### src/rtl/adc_serial_port.sv
module adc_serial_port #(
  parameter int W  = 16,
  parameter int DW = 2
) (
  input  logic          clk,
  input  logic          rst_n,
  input  logic [W-1:0]  res_data,
  input  logic          res_valid,
  input  logic          conv_busy,
  input  logic          ext_clk_sel,
  input  logic          read_during,
  input  logic [DW-1:0] div_code,
  input  logic          sclk_inv,
  input  logic          sync_low,
  input  logic          bin_fmt,
  input  logic          sclk_in,
  input  logic          sdin,
  output logic          sclk_out,
  output logic          sdout,
  output logic          sync
);
  localparam int CW = $clog2(W + 1);
  localparam int HW = (1 << DW) - 1;

  logic [W-1:0]  pend, sr;
  logic          pend_v, armed, running, raw, sync_act;
  logic [HW-1:0] hcnt, hlim;
  logic [CW-1:0] fc;
  logic          s1, s2, s3, d1, d2;
  logic [DW-1:0] dsel;
  logic          tick, act, go, load;
  logic [W-1:0]  coded;

  assign dsel  = (!ext_clk_sel && !read_during) ? div_code : '0;
  assign hlim  = HW'((32'd1 << dsel) - 32'd1);
  assign tick  = running && (hcnt == hlim);
  assign act   = ext_clk_sel ? (s2 && !s3) : (tick && !raw);
  assign go    = armed && !running && !ext_clk_sel && (read_during || !conv_busy);
  assign load  = pend_v && !armed && !running && (fc == '0) && !act;
  assign coded = bin_fmt ? pend : {~pend[W-1], pend[W-2:0]};

  assign sclk_out = raw ^ sclk_inv;
  assign sync     = sync_act ^ sync_low;

  always_ff @(posedge clk or negedge rst_n) begin
    if (!rst_n) begin
      pend <= '0; sr <= '0; pend_v <= 1'b0; armed <= 1'b0;
      running <= 1'b0; raw <= 1'b0; sync_act <= 1'b0; sdout <= 1'b0;
      hcnt <= '0; fc <= '0;
      s1 <= 1'b0; s2 <= 1'b0; s3 <= 1'b0; d1 <= 1'b0; d2 <= 1'b0;
    end else begin
      s1 <= sclk_in ^ sclk_inv; s2 <= s1; s3 <= s2;
      d1 <= sdin; d2 <= d1;

      if (res_valid) begin
        pend   <= res_data;
        pend_v <= 1'b1;
      end else if (load) begin
        pend_v <= 1'b0;
      end

      if (load) begin
        sr    <= coded;
        armed <= 1'b1;
      end

      if (go) begin
        running <= 1'b1;
        hcnt    <= '0;
        raw     <= 1'b0;
      end else if (running) begin
        hcnt <= tick ? '0 : hcnt + 1'b1;
        if (tick && raw) raw <= 1'b0;
      end

      if (act) begin
        if (fc == '0) begin
          sdout <= sr[W-1];
          sr    <= {sr[W-2:0], d2};
          if (armed) begin
            fc       <= CW'(1);
            sync_act <= 1'b1;
            armed    <= 1'b0;
            if (!ext_clk_sel) raw <= 1'b1;
          end
        end else if (fc == CW'(W)) begin
          sync_act <= 1'b0;
          fc       <= '0;
          if (ext_clk_sel) begin
            sdout <= sr[W-1];
            sr    <= {sr[W-2:0], d2};
          end else begin
            sdout   <= 1'b0;
            running <= 1'b0;
          end
        end else begin
          sdout <= sr[W-1];
          sr    <= {sr[W-2:0], d2};
          fc    <= fc + 1'b1;
          if (!ext_clk_sel) raw <= 1'b1;
        end
      end
    end
  end
endmodule

### config.mk
export PLATFORM = sky130hd
export DESIGN_NAME = adc_serial_port
export DESIGN_NICKNAME = d
export VERILOG_FILES = /design/src/rtl/adc_serial_port.sv
export SDC_FILE = /design/constraint.sdc
export NUM_CORES = 1
export LEC_CHECK = 0
export BUFFER_PORTS_ARGS = -buffer_cell sky130_fd_sc_hd__buf_2
export CELL_PAD_IN_SITES_DETAIL_PLACEMENT = 1
export CELL_PAD_IN_SITES_GLOBAL_PLACEMENT = 1
export CORE_MARGIN = 5
export CORE_UTILIZATION = 50
export DETAILED_ROUTE_END_ITERATION = 12
export MAX_ROUTING_LAYER = met4
export PLACE_DENSITY_LB_ADDON = 0.1
export SLEW_MARGIN = 25
export SYNTH_ARGS = -nofsm -noshare
export SYNTH_HDL_FRONTEND = slang
export SYNTH_SLANG_ARGS = --single-unit
### constraint.sdc
create_clock -name clk -period 6.5 [get_ports clk]
set_input_delay 0.325 -clock clk [delete_from_list [all_inputs] [get_ports clk]]
set_output_delay 0.325 -clock clk [all_outputs]
set_load 0.005 [all_outputs]
# ---- Yosys cells after proc, flatten, opt, wreduce, memory -nomap -nowiden
# Cells that the tools add are included.
dict set report totals {
  input_bits 29
  word_cells 92
  regBits 51
}
dict set report classes {
  mux 39
  n_eq_ne 3
  shifts 1
  n_reduce_logical 27
  addsub 3
  bitwise 4
}
# operator n
set ops {}
lappend ops {{$mux 16} 6}
lappend ops {{$mux 1} 26}
lappend ops {{$mux 5} 3}
lappend ops {{$logic_and 1x1->1} 12}
lappend ops {{$mux 3} 3}
lappend ops {{$logic_not 1->1} 8}
lappend ops {{$reduce_bool 2->1} 3}
lappend ops {{$add 5x1->5 const B} 1}
lappend ops {{$eq 5x5->1 const B} 1}
lappend ops {{$logic_not 5->1} 1}
lappend ops {{$add 3x1->3 const B} 1}
lappend ops {{$eq 3x3->1} 1}
lappend ops {{$reduce_and 3->1} 1}
lappend ops {{$shl 1x2->3 const A} 1}
lappend ops {{$sub 3x1->3 const B} 1}
lappend ops {{$xor 1x1->1} 3}
lappend ops {{$mux 2} 1}
lappend ops {{$ne 2x2->1 const B} 1}
lappend ops {{$reduce_and 2->1} 1}
lappend ops {{$logic_or 1x1->1} 1}
lappend ops {{$not 1->1} 1}

# ---- Logic depth before layout (Yosys ltp)
dict set report logic_depth {
  word_depth 16
  ltp_mapped 10
}

# ---- Least setup slack after synthesis
# No wires, ideal clock.
dict set report synth_path {
  kind {flip-flop to flip-flop}
  from {register fc[0]}
  to {register sr[10]}
  slack_ps 4014
  stages_incl_launch_ff 11
  n_path_buf 3
  required_ps 6375
  period_less_slack_ps 2486
  t_arrival_ps 2361
  setup_time_ps 125
  cell_sequence {dfrtp_1 -> inv_1 -> ha_1 -> or3b_1 -> clkbuf_1 -> nor3_1 -> and4b_1 -> buf_4 -> buf_4 -> mux2_2 -> mux2_4}
}
dict set report synth_via {
  elab_chain_cells 8
}
# element line
set synth_lines {}
lappend synth_lines {{start, declared} 28} ;# logic [CW-1:0] fc;
lappend synth_lines {{start signal, assigned} 99} ;# fc <= fc + 1'b1;
lappend synth_lines {{$logic_not 5->1} {39, 77}}
lappend synth_lines {{$logic_and 1x1->1 (2 in series)} 39} ;# assign load = pend_v && !armed && !running && (fc == '0) && !act;
lappend synth_lines {{$mux 16} 62} ;# if (load) begin
lappend synth_lines {{$mux 16} 89} ;# if (ext_clk_sel) begin
lappend synth_lines {{$mux 16} 86} ;# end else if (fc == CW'(W)) begin
lappend synth_lines {{$mux 16} 77} ;# if (fc == '0) begin
lappend synth_lines {{$mux 16 (*)} 76} ;# if (act) begin
lappend synth_lines {{end signal, assigned} 79} ;# sr <= {sr[W-2:0], d2};
lappend synth_lines {{end signal, assigned} 91} ;# sr <= {sr[W-2:0], d2};
lappend synth_lines {{end signal, assigned} 98} ;# sr <= {sr[W-2:0], d2};
lappend synth_lines {{end, declared} 25} ;# logic [W-1:0] pend, sr;
# Every way passes the cells marked *; elsewhere a longest branch is shown, timed or not.
# A chain may end at the register's enable or synchronous reset.

# ---- Worst setup path in the final report
dict set report layout_path {
  from {register fc[0]}
  to {register sr[3]}
}
# Same word-level chain as after synthesis.

==> flow_summary.toml <==
[outcome]
outcome = "completed"

[clocking]
postCtsHoldBufs = 0
clock_sinks = 51
cts_buffer_depth = 2
cts_resized = 0
cts_setup_buffers = 0
insertion_delay_ns = 0.30
cts-root-buf = "clkbuf_8"
cts_buffers = 5
clk_pin_slew_worst_paths_ns = 0.09
htree_levels = 2
cts_tree = "done"

[route]
vias = 1455
drt_pre_antenna_iters = 4
drtIter0Drc = 31
wl_um = 4380
avgViaCountPerCell = 5.33
drcViolationCount = 0
wl_per_cell_um = 16.0
ant_nets = 0

[setup_path]
reg2reg_slack_ns = 3.55
rr_endpoint = "sr[3]"
crit_slowest_cell = "and4b_1"
cp_top_family = "simple AND/OR/NAND/NOR gates"
crit_fanout = 18
reg2reg_from = "fc[0]"
cpPeakStageDelay_ns = 0.76
crit_path_cell_trace = "inv_1 > ha_1 > or3b_1 > nor3_1 > and4b_1 > mux2_2 > mux2_1"
critPathKind = "flop to flop"
cp-start-kind = "flop"
reg2regPathDepth = 7
crit_buf_inv = 1
cp.arrival_ns = 3.13
required_ns = 6.69
end_kind = "flop"

[floorplanning]
die_h_um = 79.8
io_pins = 32
dieArea_sq_um = 6370
row_count = 25
start_util = 0.516
core_sq_um = 4720
die_w_um = 79.8

[sta]
slew_violations = 0
slew_headroom = 0.478
fmax_mhz = 339
rsz0062_at_grt = "false"
setup_viol_count_final = 0
fin_skew_ns = 0.00253
period_share = 0.453
tightest_slew_ns = 0.783
finalHoldViolations = 0
final.setup.worst_slack_ns = 3.55
period_needed_ns = 2.95
fin_tns_setup_ns = 0

[placed_design]
gp_congestion = 0.810
post-place-ws_ns = 3.54
io_buffers = 31
dpl.hpwl_um = 3160

[job]
maxCapViolCount = 0

[finish]
multi_input_area_sq_um = 1080
final_util = 0.574
area_growth_pct = 11.4
diodes = 0
drive_gt1_frac = 0.413
seqCellArea_sq_um = 1280
filler_cell_count = 492
fin_nets = 237

[pwr]
power_frac_comb = 0.317
pwr-share-seq = 0.486
leakagePower_nw = 1.20
p_per_area_nw_per_um2 = 368
p_int_mw = 0.692
power_frac_clock = 0.197
ir_drop_mv = 0.164
switching_power_mw = 0.306
sw_frac_of_total = 0.307

[grt]
grt_max_degree = 52
overflow = 0
grt_pass1_vias = 1643
track_usage = 0.164
grt_pass1_wl_um = 7780
antenna_found_initial = 0

[yosys]
synth_async_sr_flop_share = 1.00
syn_avg_cell_area_sq_um = 13.9
synth_edf_count = 0
ys_seq_area_frac = 0.524
postSynthCellCount = 175
synth-seq-cells = 51
yosys_warnings = 0
syn-num-nets = 207
synth.cell_area_sq_um = 2440
ys_types = 45
synth_flop_cell = "dfrtp_1"

[worst_hold_path]
hold_class = "input pin to asynchronous set/reset pin"
[placed cells by master, fill, tap and decap left out, types with 3 or more instances in the layout]
master    count
inv_1         5
xor2_1        3
mux2_1        7
nand2_1       4
clkbuf_8      7
nor2b_1       3
nor3b_1       3
mux2_2       33
dfrtp_1      51
xnor2_1       3
buf_2        30
o21ai_0       3
mux2_4        9
nor2_1        4
ha_1          3
[worst register-to-register path: stages (launching register included)]
cell and delay, ns:
dfrtp_1 0.42, inv_1 0.12, ha_1 0.16, or3b_1 0.44
nor3_1 0.24, and4b_1 0.76, mux2_2 0.42, mux2_1 0.28
[metrics by stage]
step / std cells / instance area [sq um] / power, mW / hold WS (ns)
floorplan: 175 / 2440 / 0.736 / 0.0294
global placement: 265 / 2610 / 0.787 / 0.338
detailed placement: 265 / 2610 / 0.812 / 0.339
CTS: 273 / 2710 / 1.02 / 0.0556
global route: 273 / 2710 / 1.08 / 0.0773
finish: 273 / 2710 / 0.998 / 0.0320
[kinds of logic (layout without fill, tap and decap cells)]
| kind of cell | count (synthesis) | after routing | share of synthesized area |
|---|---|---|---|
| mux | 49 | 49 | 0.240 |
| flops | 51 | 51 | 0.524 |
| simple gates | 31 | 31 | 0.0894 |
| fa+ha+maj | 3 | 3 | 0.0154 |
| xor+xnor | 6 | 6 | 0.0216 |
| buf+inv | 13 | 44 | 0.0344 |
| compound gates | 22 | 22 | 0.0750 |
[worst max-delay path by stage]
stage / start / end / slack (ns) / cells past startpoint
final: fc[0] / sr[3] / 3.55 / 7
after global routing: fc[0] / sr[3] / 3.34 / 7
after CTS: fc[0] / sr[3] / 3.51 / 7
after floorplan: fc[0] / sr[10] / 4.01 / 10
after detailed placement: fc[0] / sr[5] / 3.54 / 7
after global placement: fc[0] / sr[3] / 3.68 / 7
[sequential cells by signal, indices dropped and copies added (netlist names), 3 cells and up]
signal and flops:
sr 16, fc 5, pend 16, hcnt 3
[power by group through the flow]
stage | combinational [mW] | clock, mW | sequential, mW
5_1_grt | 0.351 | 0.224 | 0.503
3_5_place_dp | 0.320 | 0 | 0.492
2_1_floorplan | 0.268 | 0 | 0.468
3_3_place_gp | 0.301 | 0 | 0.485
6_report | 0.316 | 0.197 | 0.485
4_1_cts | 0.322 | 0.206 | 0.487
[layer usage]
layer / track usage / vias to the layer above / share of wire
li1: - / 690 / -
met1: 0.183 / 731 / 0.42
met2: 0.287 / 24 / 0.53
met3: 0.0418 / 10 / 0.036
met4: 0.0557 / 0 / 0.015
met5: - / - / 0
[Yosys cell counts, types with 2 or more instances]
master	n	share of area
a31oi_1	2	0.0051
clkbuf_1	2	0.0031
mux2_2	33	0.15
inv_1	5	0.0077
nor2_1	4	0.0062
o31ai_1	2	0.0062
nand4_1	2	0.0051
a21oi_1	2	0.0041
ha_1	3	0.015
and4b_1	2	0.0082
o21bai_1	2	0.0062
nor2b_1	3	0.0077
xor2_1	3	0.011
mux2_4	9	0.055
dfrtp_1	51	0.52
nor3b_1	3	0.0092
nand3b_1	2	0.0062
o21ai_0	3	0.0062
xnor2_1	3	0.011
nor3_1	2	0.0041
mux2_1	7	0.032
buf_4	3	0.0092
nand2b_1	2	0.0051
nand2_1	4	0.0062
[final cells by class]
type	count	share of cell area
clock buffers	8	0.0369
inverters	5	0.00692
multi-input cells	111	0.397
flip-flops and latches	51	0.470
well taps	67	0.0309
repair buffers	31	0.0581
Power figures use the tool's default switching activity.
